===== src/rtl/sertx_pkg.sv =====
package sertx_pkg;

    localparam int DATA_W  = 9;
    localparam int DIV_W   = 16;
    localparam int FRAME_W = 1 + DATA_W + 2;
    localparam int LEN_W   = $clog2(FRAME_W + 1);
    localparam int NB_W    = $clog2(DATA_W + 1);

    typedef enum logic [1:0] {
        WL_8   = 2'b00,
        WL_9   = 2'b01,
        WL_7   = 2'b10,
        WL_BAD = 2'b11
    } wlen_e;

    typedef struct packed {
        logic [NB_W-1:0]  nbits;
        logic             par_en;
        logic             par_odd;
        logic             two_stop;
        logic [DIV_W-1:0] period;
    } frame_cfg_t;

    function automatic logic [NB_W-1:0] word_bits(input logic [1:0] code);
        case (wlen_e'(code))
            WL_9:    return NB_W'(9);
            WL_7:    return NB_W'(7);
            default: return NB_W'(8);
        endcase
    endfunction

    // Halved mode drops bit 3 and shifts the upper field down by one.
    function automatic logic [DIV_W-1:0] bit_period(input logic [DIV_W-1:0] dv,
                                                    input logic x8);
        return x8 ? {1'b0, dv[DIV_W-1:4], dv[2:0]} : dv;
    endfunction

    function automatic logic [FRAME_W-1:0] build_frame(input logic [DATA_W-1:0] d,
                                                       input frame_cfg_t c);
        logic [FRAME_W-1:0] f;
        logic [NB_W-1:0]    db;
        logic               p;
        f    = '1;
        f[0] = 1'b0;
        db   = c.nbits - NB_W'(c.par_en);
        p    = c.par_odd;
        for (int i = 0; i < DATA_W; i++) begin
            if (i < int'(db)) begin
                f[1 + i] = d[i];
                p        = p ^ d[i];
            end
        end
        if (c.par_en) f[db + NB_W'(1)] = p;
        return f;
    endfunction

    function automatic logic [LEN_W-1:0] frame_len(input frame_cfg_t c);
        return LEN_W'(c.nbits) + LEN_W'(2) + LEN_W'(c.two_stop);
    endfunction

endpackage


===== src/rtl/sertx_cfg_decode.sv =====
module sertx_cfg_decode
    import sertx_pkg::*;
#(
    parameter int MIN_DIV = 16
) (
    input  logic [DIV_W-1:0] div_reg,
    input  logic             over8,
    input  logic [1:0]       wlen,
    input  logic             par_en,
    input  logic             par_odd,
    input  logic [1:0]       stop_sel,
    output frame_cfg_t       cfg,
    output logic             cfg_bad
);

    logic bad_len, bad_stop, bad_div, bad_x8;

    always_comb begin
        bad_len  = (wlen_e'(wlen) == WL_BAD);
        bad_stop = stop_sel[0];
        bad_div  = (div_reg < DIV_W'(MIN_DIV));
        bad_x8   = over8 && div_reg[3];
        cfg_bad  = bad_len || bad_stop || bad_div || bad_x8;

        cfg.nbits    = word_bits(wlen);
        cfg.par_en   = par_en;
        cfg.par_odd  = par_odd;
        cfg.two_stop = stop_sel[1];
        cfg.period   = bit_period(div_reg, over8);
    end

endmodule


===== src/rtl/sertx_baud.sv =====
module sertx_baud
    import sertx_pkg::*;
(
    input  logic             clk,
    input  logic             rst,
    input  logic             run,
    input  logic [DIV_W-1:0] period,
    output logic             tick
);

    logic [DIV_W-1:0] cnt;

    assign tick = run && (cnt == period - DIV_W'(1));

    always_ff @(posedge clk) begin
        if (rst || !run || tick) cnt <= '0;
        else                     cnt <= cnt + DIV_W'(1);
    end


    cnt_in_range_chk: assert property (@(posedge clk) disable iff (rst)
        run |-> (cnt < period));

endmodule


===== src/rtl/sertx_shifter.sv =====
module sertx_shifter
    import sertx_pkg::*;
(
    input  logic              clk,
    input  logic              rst,
    input  logic              load,
    input  logic [DATA_W-1:0] data_in,
    input  frame_cfg_t        cfg_in,
    output logic              tx_line,
    output logic              active,
    output logic              done
);

    logic [FRAME_W-1:0] shreg;
    logic [LEN_W-1:0]   left;
    logic [DIV_W-1:0]   period_q;
    logic               tick;

    sertx_baud u_baud (
        .clk    (clk),
        .rst    (rst),
        .run    (active),
        .period (period_q),
        .tick   (tick)
    );

    always_ff @(posedge clk) begin
        if (rst) begin
            shreg    <= '1;
            left     <= '0;
            period_q <= '0;
            active   <= 1'b0;
            done     <= 1'b0;
        end else begin
            done <= 1'b0;
            if (load && !active) begin
                shreg    <= build_frame(data_in, cfg_in);
                left     <= frame_len(cfg_in);
                period_q <= cfg_in.period;
                active   <= 1'b1;
            end else if (tick) begin
                shreg <= {1'b1, shreg[FRAME_W-1:1]};
                left  <= left - LEN_W'(1);
                if (left == LEN_W'(1)) begin
                    active <= 1'b0;
                    done   <= 1'b1;
                end
            end
        end
    end

    assign tx_line = active ? shreg[0] : 1'b1;


    start_low_chk: assert property (@(posedge clk) disable iff (rst)
        $rose(active) |-> !tx_line);


    done_single_chk: assert property (@(posedge clk) disable iff (rst)
        done |=> !done);


    done_idle_chk: assert property (@(posedge clk) disable iff (rst)
        done |-> (!active && $past(active)));


    period_held_chk: assert property (@(posedge clk) disable iff (rst)
        (active && $past(active)) |-> $stable(period_q));


    bit_hold_chk: assert property (@(posedge clk) disable iff (rst)
        (active && $past(active) && !$past(tick)) |-> $stable(shreg));

endmodule


===== src/rtl/sertx_top.sv =====
module sertx_top
    import sertx_pkg::*;
(
    input  logic              clk,
    input  logic              rst,
    input  logic              tx_en,
    input  logic [DIV_W-1:0]  div_reg,
    input  logic              over8,
    input  logic [1:0]        wlen,
    input  logic              par_en,
    input  logic              par_odd,
    input  logic [1:0]        stop_sel,
    input  logic              in_valid,
    input  logic [DATA_W-1:0] in_data,
    output logic              in_ready,
    output logic              tx_line,
    output logic              busy,
    output logic              done,
    output logic              cfg_err
);

    frame_cfg_t cfg;
    logic       load;

    sertx_cfg_decode #(.MIN_DIV(16)) u_dec (
        .div_reg  (div_reg),
        .over8    (over8),
        .wlen     (wlen),
        .par_en   (par_en),
        .par_odd  (par_odd),
        .stop_sel (stop_sel),
        .cfg      (cfg),
        .cfg_bad  (cfg_err)
    );

    assign in_ready = tx_en && !cfg_err && !busy;
    assign load     = in_valid && in_ready;

    sertx_shifter u_shift (
        .clk     (clk),
        .rst     (rst),
        .load    (load),
        .data_in (in_data),
        .cfg_in  (cfg),
        .tx_line (tx_line),
        .active  (busy),
        .done    (done)
    );


    accept_starts_chk: assert property (@(posedge clk) disable iff (rst)
        (in_valid && in_ready) |=> (busy && !tx_line));


    cfg_gate_chk: assert property (@(posedge clk) disable iff (rst)
        $rose(busy) |-> ($past(!cfg_err) && $past(tx_en)));


    idle_high_chk: assert property (@(posedge clk) disable iff (rst)
        (!busy && !$past(busy)) |-> tx_line);

endmodule


===== config.mk =====
export PLATFORM = sky130hd
export DESIGN_NAME = sertx_top
export DESIGN_NICKNAME = d
export VERILOG_FILES = /design/src/rtl/sertx_pkg.sv /design/src/rtl/sertx_cfg_decode.sv /design/src/rtl/sertx_baud.sv /design/src/rtl/sertx_shifter.sv /design/src/rtl/sertx_top.sv
export SDC_FILE = /design/constraint.sdc
export NUM_CORES = 1
export LEC_CHECK = 0
export BUFFER_PORTS_ARGS = -buffer_cell sky130_fd_sc_hd__buf_2
export CAP_MARGIN = 25
export CORE_MARGIN = 4
export CORE_UTILIZATION = 59
export CTS_CLUSTER_DIAMETER = 80
export DETAILED_ROUTE_END_ITERATION = 12
export PLACE_DENSITY = 0.8
export RECOVER_POWER = 25
export SLEW_MARGIN = 20
export SYNTH_ARGS = -nofsm -noshare
export SYNTH_HDL_FRONTEND = slang
export SYNTH_SLANG_ARGS = --single-unit

===== constraint.sdc =====
create_clock -name clk -period 3.5 [get_ports clk]
set_input_delay 0.525 -clock clk [delete_from_list [all_inputs] [get_ports clk]]
set_output_delay 0.525 -clock clk [all_outputs]
set_load 0.01 [all_outputs]

# --- After elaboration in Yosys (flattened, before gate mapping) ---
# Index checks and enable logic that the tools add are counted.
word_totals:
  reg_bits: 50
  in_bits: 36
  out_inout_bits: 5
  wordCells: 127
op_classes:
  add_sub_neg: 7
  n_lt_le_gt_ge: 12
  eq_ne: 5
  muxes: 69
  bitwise: 10
  n_reduce_logical: 18
op_table:
  columns: ["op", "count"]
  rows:
  - ["$mux W1", 60]
  - ["$mux W12", 3]
  - ["$add A16 B1 Y16 const B", 1]
  - ["$eq A16 B16 Y1", 1]
  - ["$lt A16 B5 Y1 const B", 1]
  - ["$lt A3 B4 Y1 const A", 4]
  - ["$mux W16", 1]
  - ["$sub A16 B1 Y16 const B", 1]
  - ["$bwmux W12", 1]
  - ["$xor A1 B1 Y1", 9]
  - ["$lt A1 B4 Y1 const A", 2]
  - ["$lt A2 B4 Y1 const A", 2]
  - ["$mux W4", 2]
  - ["$pmux W4 S2", 1]
  - ["$logic_and A1 B1 Y1", 7]
  - ["$logic_or A1 B1 Y1", 5]
  - ["$lt A4 B5 Y1 const B", 1]
  - ["$add A4 B1 Y4", 1]
  - ["$add A4 B1 Y4 const B", 1]
  - ["$add A4 B2 Y4 const B", 1]
  - ["$demux W1 S4", 1]
  - ["$eq A2 B2 Y1 const B", 2]
  - ["$eq A4 B1 Y1 const B", 1]
  - ["$ge A4 B1 Y1 const B", 1]
  - ["other kinds (9)", 11]

# --- Depth between registers and ports, before layout ---
# Gate-level depths: netlist (run 1).
depth:
  word_depth: 46
  mapped_depth: 12
  ltp_nobuf: 11

# --- Hierarchy ---
# From an unflattened synthesis (run 1), not the netlist that was laid out.
unflattened:
  hier_cells: 480
  hier_area_um2: 3807.4
by_module_without_submodules:
  columns: ["module", "n_inst", "cells_each", "area_per_inst_um2", "seq_area_each_um2"]
  rows:
  - ["sertx_shifter", 1, 261, 2079.5, 680.7]
  - ["sertx_baud", 1, 185, 1415.1, 320.3]
  - ["sertx_cfg_decode", 1, 32, 292.8, 0.0]
  - ["sertx_top", 1, 2, 20.0, 0.0]

# --- Worst setup path after synthesis (run 1) ---
# OpenSTA, ideal clock, no wires.
synth_timing:
  path_type: "input port to flip-flop"
  from: "input port wlen[0]"
  to: "register u_shift.shreg[7]"
  arrival_time_ns: 2.615
  t_required_ns: 3.421
  setup_slack_ns: 0.806
  cell_stages: 11
  path_buffers: 0
  cell_sequence: "inv_1 fa_1 nand2b_1 ha_1 nand2b_1 xnor2_1 xnor2_1 or3_1 nand2_1 a311oi_1 a211oi_2"
synth_between:
  elab_chain_cells: 42
  elab_cells_between_ends: 70
  cone_classes: "2 x add/sub; 11 x order compare; 3 x eq/ne; 36 x mux; 8 x bitwise; 10 x reduce/logical"
synth_rtl:
  columns: ["item", "line_no", "text"]
  rows:
  - ["start, declared", "sertx_top.sv:9", "input logic [1:0] wlen,"]
  - ["$eq A2 B2 Y1 or $eq A2 B1 Y1 (tied branches)", "sertx_pkg.sv:25", "case (wlen_e'(code))"]
  - ["$pmux W4 S2", "sertx_pkg.sv:25", null]
  - ["$sub A4 B1 Y4", "sertx_pkg.sv:45", "db = c.nbits - NB_W'(c.par_en);"]
  - ["$lt A1 B4 Y1", "sertx_pkg.sv:48", "if (i < int'(db)) begin"]
  - ["$mux W1", "sertx_pkg.sv:48", null]
  - ["$mux W1", "sertx_shifter.sv:36", "if (load && !active) begin"]
  - ["$mux W1", "sertx_shifter.sv:28", "if (rst) begin"]
  - ["$xor A1 B1 Y1", "sertx_pkg.sv:50", "p = p ^ d[i];"]
  - ["(+26 left out)", null, null]
  - ["$mux W1", "sertx_shifter.sv:28", null]
  - ["$xor A1 B1 Y1", "sertx_pkg.sv:50", null]
  - ["$mux W1", "sertx_pkg.sv:48", null]
  - ["$mux W1", "sertx_shifter.sv:36", null]
  - ["$mux W1", "sertx_shifter.sv:28", null]
  - ["$bwmux W12", "sertx_pkg.sv:53", "if (c.par_en) f[db + NB_W'(1)] = p;"]
  - ["$mux W12", "sertx_pkg.sv:53", null]
  - ["$mux W12", "sertx_shifter.sv:36", null]
  - ["end signal, assigned", "sertx_shifter.sv:37", "shreg <= build_frame(data_in, cfg_in);"]
  - ["end signal, assigned", "sertx_shifter.sv:42", "shreg <= {1'b1, shreg[FRAME_W-1:1]};"]
  - ["end, declared", "sertx_shifter.sv:14", "logic [FRAME_W-1:0] shreg;"]
# Several ways; a longest one is shown, not always the timed one. The select of a mux whose other input is x is not followed.
# A chain may end at the register's enable or synchronous reset.

# --- Worst setup path after layout (run 1) ---
layout_timing:
  from: "register u_shift.period_q[2]"
  to: "register u_shift.left[1]"
layout_between:
  elab_chain_cells: 4
layout_rtl:
  columns: ["item", "line_no", "text"]
  rows:
  - ["start, declared", "sertx_shifter.sv:16", "logic [DIV_W-1:0] period_q;"]
  - ["start signal, assigned", "sertx_shifter.sv:39", "period_q <= cfg_in.period;"]
  - ["$sub A16 B1 Y16", "sertx_baud.sv:13", "assign tick = run && (cnt == period - DIV_W'(1));"]
  - ["$eq A16 B16 Y1", "sertx_baud.sv:13", null]
  - ["$logic_and A1 B1 Y1", "sertx_baud.sv:13", null]
  - ["$reduce_bool A2 Y1 (no source line)", null, null]
  - ["end signal, assigned", "sertx_shifter.sv:38", "left <= frame_len(cfg_in);"]
  - ["end signal, assigned", "sertx_shifter.sv:43", "left <= left - LEN_W'(1);"]
  - ["end, declared", "sertx_shifter.sv:15", "logic [LEN_W-1:0] left;"]
# No other way between the ends.

==> results.sh, run 1 <==
export IMPL_worstPathMaxFanout=16
export IMPL_grt_pass1_vias=2851
export IMPL_syn_num_nets=440
export IMPL_io_pins=41
export IMPL_hp_start="div_reg[0]"
export IMPL_worstSkewPairLatency_ps=310
export IMPL_post_cts_buffers=0
export IMPL_tightest_slew_ps=1050
export IMPL_num_vias=2920
export IMPL_path_buf_inv=0
export IMPL_cts_buffers=5
export IMPL_grt_use_total=0.222
export IMPL_grt_pass1_wl_um=13000
export IMPL_synth_seq_cells=50
export IMPL_start_kind="register"
export IMPL_power_density_nw_per_um2=346
export IMPL_viasPerCell=5.98
export IMPL_status="finished, final reports clean"
export IMPL_avgSynthCellArea_um2=8.55
export IMPL_p_leak_nw=1.35
export IMPL_syn_inst=392
export IMPL_hold_depth=3
export IMPL_whs_ps=446
export IMPL_rsz0062_at_grt="false"
export IMPL_timing_rr_end="u_shift.left[1]"
export IMPL_synth_async_sr_flop_share=0
export IMPL_worst_clock_skew_ps=6.50
export IMPL_timing_final_crit_share=0.840
export IMPL_endpoint_kind="register"
export IMPL_cts_tree="done"
export IMPL_slew_violations=0
export IMPL_postCtsHoldBufs=0
export IMPL_wl_per_cell_um=15.4
export IMPL_place_inst=480
export IMPL_clock_fmax_mhz=340
export IMPL_critPathRequiredTime_ps=3750
export IMPL_synth_top_cell_by_area="dfxtp_1"
export IMPL_drv_cap=0
export IMPL_rr_worst_depth=7
export IMPL_hold_viol_final=0
export IMPL_synth_edff_count=0
export IMPL_drtPass1Iterations=5
export IMPL_maxSlewHeadroom=0.302
export IMPL_netlist_area_um2=3350
export IMPL_critPathTopFamily="simple AND/OR/NAND/NOR gates"
export IMPL_insertedDiodeCount=0
export IMPL_synth_cell_type_count=50
export IMPL_cts_root_buf="clkbuf_8"
export IMPL_wl_um=7500
export IMPL_h_tree_depth=2
export IMPL_antenna_found_initial=0
export IMPL_cts_resized_gates=0
export IMPL_dp_hpwl_um=5560
export IMPL_yosysMostFrequentCell="dfxtp_1"
export IMPL_rows=27
export IMPL_yosysWarnings=0
export IMPL_overflow=0
export IMPL_fin_nets=463
export IMPL_port_buffers=40
export IMPL_power_mw=1.25
export IMPL_die_height_um=83.4
export IMPL_ys_seq_area_frac=0.299
export IMPL_critPathKind="register to register"
export IMPL_whs_endpoint="u_shift.period_q[0]"
export IMPL_r2r_start="u_shift.period_q[2]"
export IMPL_cp_data_arrival_time_ps=3190
export IMPL_reg2reg_slack_ps=560
export IMPL_cts_sinks=50
export IMPL_cp_slowest_stage_delay_ps=600
export IMPL_grt_max_degree=29
export IMPL_clk_pin_slew_ps=90
export IMPL_die_x_um=83.4
export IMPL_clockBufferDepth=2
export IMPL_fin_cells=488
export IMPL_hold_path_class="primary input to register"
export IMPL_syn_to_final_growth_pct=7.51
export IMPL_yosys_top_cells_area="dfxtp_1 (30%), xnor2_1 (6.5%), nor2_1 (5.3%), xor2_1 (4.7%), a211oi_1 (4.5%)"
export IMPL_timing_setup_tns_ps=0
export IMPL_die_area_um2=6950
export IMPL_drtIter0Drc=167
export IMPL_drive_above_1_share=0.168
export IMPL_crit_chain="or4_4 > nor4_4 > a21oi_1 > nor3_1 > and4_1 > and2_4 > a221o_1"
export IMPL_synth_main_ff_cell="dfxtp_1"
export IMPL_setup_viol=0
export IMPL_synth_top_area_share=0.299
export IMPL_yosys_top_cells_count="dfxtp_1 (50), nor2_1 (47), nand2_1 (27)"
export IMPL_core_um2=5510
export IMPL_initial_utilization=0.608
export IMPL_period_minus_slack_ps=2940
export IMPL_detail_route_antenna_nets=0
export IMPL_cpMaxStageDelayCell="or4_4"
export IMPL_ir_worst_vdd_mv=0.181
export IMPL_gp_congestion=0.925
export IMPL_drc=0
placed cells by master (no fill, tap or decap), types with 3 or more instances in the layout:
cell type and instances:
ha_1 11, clkbuf_8 5, a211oi_1 20, xnor2_1 25, nor2b_1 5, mux2i_1 15
nor2_1 47, a21boi_0 7, nor3_2 10, nand3_1 12, or3_1 3, nand2_1 27
nor4_1 6, nand2b_1 6, o21ai_0 3, nor4b_1 4, inv_1 8, buf_2 34
xor2_1 18, and4_1 4, and3_1 4, nor3_1 15, a21oi_1 14, a211oi_2 8
buf_4 3, dfxtp_1 50, a211o_1 3, clkbuf_1 9, nand4_1 8
cell families (layout without fill, tap and decap cells):
kind of cell / Yosys count / count (layout) / share of synthesized area
fa+ha+maj: 12 / 12 / 0.0470
buf+inv: 36 / 60 / 0.0579
mux: 15 / 15 / 0.0448
compound gates: 69 / 69 / 0.159
xor+xnor: 43 / 43 / 0.112
simple gates: 167 / 167 / 0.280
flops: 50 / 50 / 0.299
layout make-up:
class,count,area (um^2)
clock buffer,7,76.3
inverter,8,30.0
multi-input combinational,306,2160
tap,72,90.1
clock inverter,1,30.0
timing repair buffer,44,219
fill,477,1900
sequential,50,1000
tightest hold or removal path, delay by kind of cell:
family          cells  cell delay (ps)
buf+inv             1               90
compound gates      1               50
simple gates        1               40
how the worst max path moves through the flow:
stage / from / end / cells past startpoint
floorplan: wlen[0] / u_shift.shreg[7] / 11
finish: u_shift.period_q[2] / u_shift.left[1] / 7
detailed placement: wlen[0] / u_shift.shreg[7] / 12
global route: u_shift.period_q[2] / u_shift.left[1] / 7
CTS: u_shift.period_q[2] / u_shift.left[1] / 7
global placement: wlen[0] / u_shift.shreg[7] / 12
where the power goes:
| group | switching, mW | internal, mW | total [mW] | leakage, nW |
|---|---|---|---|---|
| combinational | 0.137 | 0.111 | 0.248 | 0.890 |
| clock | 0.188 | 0.214 | 0.402 | 0.0524 |
| sequential | 0.0165 | 0.581 | 0.597 | 0.405 |
| total | 0.342 | 0.906 | 1.25 | 1.35 |
registers in the layout, summed over array words and instances, names as in the netlist:
signal              count
u_shift.u_baud.cnt     16
u_shift.done            1
u_shift.left            4
u_shift.active          1
u_shift.shreg          12
u_shift.period_q       16
metal layers:
metal	part of all wire	GRT usage
met1	0.45	0.290
met2	0.47	0.370
met3	0.063	0.0407
met4	0.014	0.0713
met5	0	0
stage by stage:
stage / setup WS (ps) / area, um^2 / utilization
detailed placement: 478 / 3510 / 0.637
finish: 561 / 3600 / 0.654
global placement: 573 / 3510 / 0.637
CTS: 589 / 3610 / 0.656
global route: 344 / 3600 / 0.654
floorplan: 806 / 3350 / -
Power figures use the tool's default switching activity.
==> inputs of run 2 (changes only) <==
- ABC_AREA: unset -> 1
- CORE_UTILIZATION: 59 -> 53
- PLACE_DENSITY: 0.8 -> 0.76
- clock period: 3.5 -> 2.7 ns (I/O delays scaled with it)
==> run 2 against run 1 <==
Setup slack got worse by 290 ps; flip-flop and latch count did not move; global-route usage fell by 0.84 points; die area rose by 12%; hold slack got worse by 67 ps; largest power group unchanged; largest cell class unchanged; first-iteration DRC count rose by 6.6%; clock-buffer cell count did not move; sequential power rose by 30%; critical path depth rose by 7; highest routed layer unchanged; core utilization fell by 5.6 points; area after synthesis rose by 2.2%; non-clock buffer count rose by 1.
==> results.sh, run 2 <==
export IMPL_overflow=0
export IMPL_synth_top_cell_by_area="dfxtp_1"
export IMPL_whs_ps=380
export IMPL_drtIter0Drc=178
export IMPL_hold_viol_final=0
export IMPL_period_minus_slack_ps=2430
export IMPL_synth_main_ff_cell="dfxtp_1"
export IMPL_cts_buffers=5
export IMPL_final_cell_mix="nand2_1 (151), inv_1 (63), nand3_1 (55)"
export IMPL_p_leak_nw=1.75
export IMPL_ys_seq_area_frac=0.292
export IMPL_power_frac_seq=0.447
export IMPL_netlist_area_um2=3420
export IMPL_cts_sinks=50
export IMPL_timing_rr_end="u_shift.left[2]"
export IMPL_hold_path_class="primary input to register"
export IMPL_yosys_top_cells_count="nand2_1 (151), inv_1 (63), nand3_1 (55)"
export IMPL_place_inst=644
export IMPL_initial_utilization=0.542
export IMPL_yosysMostFrequentCell="nand2_1"
export IMPL_final_common_cell="nand2_1"
export IMPL_drc=0
export IMPL_rr_worst_depth=14
export IMPL_timing_final_crit_share=0.900
export IMPL_synth_edff_count=0
export IMPL_slew_violations=0
export IMPL_die_x_um=88.4
export IMPL_maxSlewHeadroom=0.464
export IMPL_status="finished, final reports clean"
export IMPL_io_pins=41
export IMPL_h_tree_depth=2
export IMPL_rsz0062_at_grt="false"
export IMPL_reg2reg_slack_ps=270
export IMPL_syn_to_final_growth_pct=10.4
export IMPL_setup_ws_ps=271
export IMPL_switchingPower_uw=538
export IMPL_ir_worst_vdd_mv=0.283
export IMPL_p_int_mw=1.20
export IMPL_combPwrFrac=0.247
export IMPL_power_density_nw_per_um2=460
export IMPL_worstSkewPairLatency_ps=310
export IMPL_viasPerCell=5.21
export IMPL_pwr_share_clk=0.307
export IMPL_synth_top_area_share=0.292
export IMPL_cp_data_arrival_time_ps=2680
export IMPL_yosys_top_cells_area="dfxtp_1 (29%), nand2_1 (17%), nand3_1 (8.0%), inv_1 (6.9%), nor2_1 (5.2%)"
export IMPL_post_cts_buffers=0
export IMPL_drtPass1Iterations=4
export IMPL_synth_cell_type_count=34
export IMPL_synth_seq_cells=50
export IMPL_grt_pass1_wl_um=13500
export IMPL_power_mw=1.74
export IMPL_start_kind="register"
export IMPL_clk_pin_slew_ps=90
export IMPL_switching_share=0.310
export IMPL_die_area_um2=7810
export IMPL_top_regs="u_shift.period_q x16, u_shift.u_baud.cnt x16, u_shift.shreg x12"
export IMPL_grt_pass1_vias=3181
export IMPL_antenna_found_initial=0
export IMPL_fin_cells=652
export IMPL_fin_nets=622
export IMPL_timing_setup_tns_ps=0
export IMPL_die_height_um=88.4
export IMPL_core_um2=6310
export IMPL_grt_max_degree=43
export IMPL_hp_start="rst"
export IMPL_yosysWarnings=0
export IMPL_whs_endpoint="u_shift.left[1]"
export IMPL_detail_route_antenna_nets=0
export IMPL_cts_root_buf="clkbuf_8"
export IMPL_worst_clock_skew_ps=4.64
export IMPL_setup_viol=0
export IMPL_rows=29
export IMPL_synth_async_sr_flop_share=0
export IMPL_worstPathMaxFanout=17
export IMPL_cts_tree="done"
export IMPL_r2r_start="u_shift.period_q[0]"
export IMPL_num_vias=3396
export IMPL_wl_per_cell_um=11.8
export IMPL_dp_hpwl_um=5970
export IMPL_post_place_ws_ps=-18.8
export IMPL_endpoint_kind="register"
export IMPL_insertedDiodeCount=0
export IMPL_clockBufferDepth=2
export IMPL_critPathRequiredTime_ps=2950
export IMPL_wl_um=7710
export IMPL_hold_depth=2
export IMPL_drive_above_1_share=0.123
export IMPL_tightest_slew_ps=805
export IMPL_syn_inst=539
export IMPL_grt_use_total=0.214
export IMPL_gp_congestion=0.883
export IMPL_drv_cap=0
export IMPL_avgSynthCellArea_um2=6.35
export IMPL_clock_fmax_mhz=412
export IMPL_syn_num_nets=587
export IMPL_critPathKind="register to register"
export IMPL_port_buffers=40
## run 2: power by group through the flow
stage	Combinational, mW	Sequential [mW]	Clock, mW
floorplan	0.324	0.788	0
global placement	0.415	0.791	0
detailed placement	0.427	0.792	0
CTS	0.429	0.775	0.543
global route	0.493	0.778	0.567
finish	0.428	0.775	0.533
## run 2: kinds of logic after synthesis
family	Yosys count	synth area share
AND/OR/NAND/NOR	304	0.403
buffers and inverters	86	0.101
AO/OA/AOI/OAI	63	0.0961
flip-flops	50	0.292
XOR/XNOR	24	0.0614
adder cells (fa/ha/maj)	12	0.0461
## run 2: worst max-delay path, cell delays in order (launching register included)
cell	delay (ps)
dfxtp_1	330
inv_2	130
ha_2	260
nand2_1	110
nor2_1	230
nand3_1	110
nand2_1	90
nand2_1	90
a21oi_2	150
nand3_2	100
nor2_4	140
nand3_4	230
nand2_8	190
nand2_1	80
a21oi_1	120
## run 2: final cells by class
class | count | area, um^2
tap | 77 | 96.3
fill | 644 | 2530
clock buffer | 7 | 76.3
inverter | 69 | 259
clock inverter | 1 | 30.0
timing repair buffer | 45 | 225
multi-input combinational | 403 | 2090
sequential | 50 | 1000
## run 2: how the worst max path moves through the flow
stage | startpoint | endpoint | slack [ps] | cells past startpoint
after global routing | wlen[0] | u_shift.shreg[9] | 20 | 17
after global placement | wlen[0] | u_shift.shreg[9] | 110 | 17
after detailed placement | wlen[0] | u_shift.shreg[7] | -20 | 17
final | u_shift.period_q[0] | u_shift.left[2] | 270 | 14
after floorplan | wlen[0] | u_shift.shreg[7] | 300 | 16
after CTS | u_shift.period_q[0] | u_shift.left[0] | 170 | 14
## run 2: timing repair
item | CTS | global route
setup endpoints to repair | 0 | 5
gates resized for setup | 0 | 3
hold buffers | 0 | 0
## run 2: layer usage
metal | vias up | wire length (um) | global-route usage
li1 | 1797 | - | -
met1 | 1532 | 3370 | 0.248
met2 | 58 | 3950 | 0.403
met3 | 9 | 293 | 0.0363
met4 | 0 | 95 | 0.0577
met5 | - | 0 | 0
## run 2: metrics by stage
| stage | util | instance area (um^2) |
|---|---|---|
| after CTS | 0.601 | 3790 |
| final | 0.598 | 3780 |
| after detailed placement | 0.584 | 3690 |
| after global placement | 0.584 | 3690 |
| after floorplan | - | 3420 |
| after global routing | 0.598 | 3780 |
==> inputs of run 3 (changes only) <==
- CORE_UTILIZATION: 53 -> 54
- RECOVER_POWER: 25 -> unset
- SYNTH_HIERARCHICAL: unset -> 1
==> run 3 against run 2 <==
Non-clock buffer count rose by 27; wire length is 20% higher; via count rose by 16%; final cell count is 20% higher; register-to-register slack about the same; hold slack worse by 50 ps; first-iteration DRC count fell by 21%; clock power is 14% lower; area after synthesis grew 15%; clock skew rose by 3.0 ps; clock-buffer cell count shrank 2; cell area rose by 20%; highest routed layer unchanged.
==> results.sh, run 3 <==
export IMPL_synth_edff_count=0
export IMPL_drtPass1Iterations=5
export IMPL_grt_pass1_wl_um=15500
export IMPL_clock_fmax_mhz=381
export IMPL_final_cell_mix="nand2_1 (151), nor2_1 (88), inv_1 (86)"
export IMPL_synth_top_cell_by_area="dfxtp_1"
export IMPL_synth_async_sr_flop_share=0
export IMPL_power_mw=1.85
export IMPL_gp_congestion=0.902
export IMPL_tightest_slew_ps=565
export IMPL_clk_pin_slew_ps=100
export IMPL_avgSynthCellArea_um2=6.26
export IMPL_drtIter0Drc=141
export IMPL_worstPathMaxFanout=9
export IMPL_overflow=0
export IMPL_hold_path_class="primary input to register"
export IMPL_die_height_um=93.3
export IMPL_die_area_um2=8700
export IMPL_wl_um=9220
export IMPL_endpoint_kind="register"
export IMPL_yosys_top_cells_area="dfxtp_1 (25%), nand2_1 (15%), nor2_1 (8.7%), inv_1 (8.4%), nand3_1 (4.3%)"
export IMPL_timing_final_crit_share=0.971
export IMPL_syn_to_final_growth_pct=15.5
export IMPL_viasPerCell=5.06
export IMPL_syn_num_nets=674
export IMPL_rows=30
export IMPL_yosysMostFrequentCell="nand2_1"
export IMPL_drc=0
export IMPL_cts_tree="done"
export IMPL_yosys_top_cells_count="nand2_1 (160), nor2_1 (91), inv_1 (88)"
export IMPL_io_pins=41
export IMPL_netlist_area_um2=3930
export IMPL_cts_buffers=5
export IMPL_dp_hpwl_um=7120
export IMPL_maxSlewHeadroom=0.623
export IMPL_yosysWarnings=6
export IMPL_synth_main_ff_cell="dfxtp_1"
export IMPL_ys_seq_area_frac=0.255
export IMPL_synth_cell_type_count=38
export IMPL_hold_viol_final=0
export IMPL_fin_nets=730
export IMPL_setup_viol=0
export IMPL_cts_sinks=50
export IMPL_detail_route_antenna_nets=0
export IMPL_die_x_um=93.3
export IMPL_synth_top_area_share=0.255
export IMPL_insertedDiodeCount=0
export IMPL_clockBufferDepth=2
export IMPL_wl_per_cell_um=11.8
export IMPL_num_vias=3948
export IMPL_h_tree_depth=2
export IMPL_start_kind="primary input"
export IMPL_power_density_nw_per_um2=408
export IMPL_initial_utilization=0.566
export IMPL_period_minus_slack_ps=2620
export IMPL_cts_root_buf="clkbuf_8"
export IMPL_drv_cap=0
export IMPL_p_leak_nw=2.25
export IMPL_worst_clock_skew_ps=7.66
export IMPL_worstSkewPairLatency_ps=300
export IMPL_grt_use_total=0.212
export IMPL_fin_util=0.653
export IMPL_fillers=627
export IMPL_critPathKind="primary input to register"
export IMPL_final_common_cell="nand2_1"
export IMPL_slew_violations=0
export IMPL_drive_above_1_share=0.243
export IMPL_ir_worst_vdd_mv=0.260
export IMPL_top_regs="u_shift/period_q x16, u_shift/u_baud/cnt x16, u_shift/shreg x12"
export IMPL_port_buffers=40
export IMPL_grt_max_degree=26
export IMPL_core_um2=6940
export IMPL_status="finished, final reports clean"
export IMPL_syn_inst=627
export IMPL_cp_data_arrival_time_ps=2820
export IMPL_grt_pass1_vias=3756
export IMPL_critPathRequiredTime_ps=2900
export IMPL_antenna_found_initial=0
export IMPL_synth_seq_cells=50
==> run 3: changes by cell type in the layout (fill, tap and decap cells not counted), sizes merged, moves of 4 or more <==
cell | before | now
a21oi | 21 | 27
a31oi | 8 | 2
buf | 38 | 72
clkbuf | 14 | 5
inv | 68 | 92
nand2 | 157 | 175
nand3 | 57 | 41
nand4 | 12 | 8
nor2 | 56 | 113
nor3b | 5 | 0
o21ai | 34 | 44
==> run 3: final timing paths <==
kind                            start             endpoint  slack (ps)  cells past startpoint
setup / recovery              wlen[0]     u_shift/shreg[1]          80                     22
hold / removal             div_reg[0]  u_shift/period_q[0]         330                      3
setup reg to reg  u_shift/period_q[0]      u_shift/left[2]         270                     15
hold reg to reg      u_shift/shreg[4]     u_shift/shreg[4]         490                      2
==> run 3: kinds of logic after synthesis <==
group / after synthesis / share of synthesized area
xor gates and xnor gates: 25 / 0.0558
buffers and inverters: 115 / 0.135
and+or+nand+nor: 346 / 0.398
AOI/OAI and AO/OA: 80 / 0.121
adders and majority gates: 11 / 0.0350
DFF: 50 / 0.255
==> run 3: cell type report <==
cell class	instances	area, um^2	share of cell area
multi-input combinational	463	2520	0.556
sequential	50	1000	0.221
timing repair buffer	72	453	0.0999
inverter	91	342	0.0753
tap	96	120	0.0265
clock buffer	5	68.8	0.0152
clock inverter	3	28.8	0.00635
==> run 3: through the flow <==
stage | setup WS [ps] | cells | hold slack, ps | area, um^2 | setup TNS, ps
2_1_floorplan | 27.3 | 627 | 441 | 3940 | 0
3_3_place_gp | -237 | 767 | 451 | 4300 | -1760
3_5_place_dp | -372 | 767 | 460 | 4300 | -3250
4_1_cts | 45.8 | 775 | 328 | 4400 | 0
5_1_grt | -47.7 | 780 | 321 | 4530 | -117
6_report | 77.5 | 780 | 330 | 4530 | 0
==> run 3: layer usage <==
metal,global-route usage,vias up,wire (um)
met2,0.401,81,4810
li1,-,2059,-
met5,0,-,0
met1,0.240,1789,3910
met4,0.0757,0,231
met3,0.0257,19,264
==> run 3: worst max-delay path, stage by stage <==
cell and delay (ps):
buf_2 90, inv_1 50, ha_1 290, inv_1 80, inv_1 50, ha_2 190
buf_4 140, nand3_1 130, nand2_4 120, buf_4 160, a21oi_2 140, nand2_2 90
nand2_2 70, nand2_1 60, nand3_2 100, nand2_2 70, nand2_4 120, nand2_8 80
o21bai_2 130, nand2_1 110, nand2_1 80, nand2_1 50
==> run 3: repair_timing <==
item,in CTS,in global routing
buffers inserted,0,4
gates resized for setup,2,26
hold buffers,0,0
cloned,0,1
setup endpoints to repair,1,15
pin swaps,0,9
==> run 3: report_power, final <==
part           switching, mW  leakage, nW  internal (mW)
clock                  0.269       0.0502          0.192
combinational          0.376         1.79          0.239
sequential            0.0182        0.405          0.757
total                  0.663         2.25           1.19
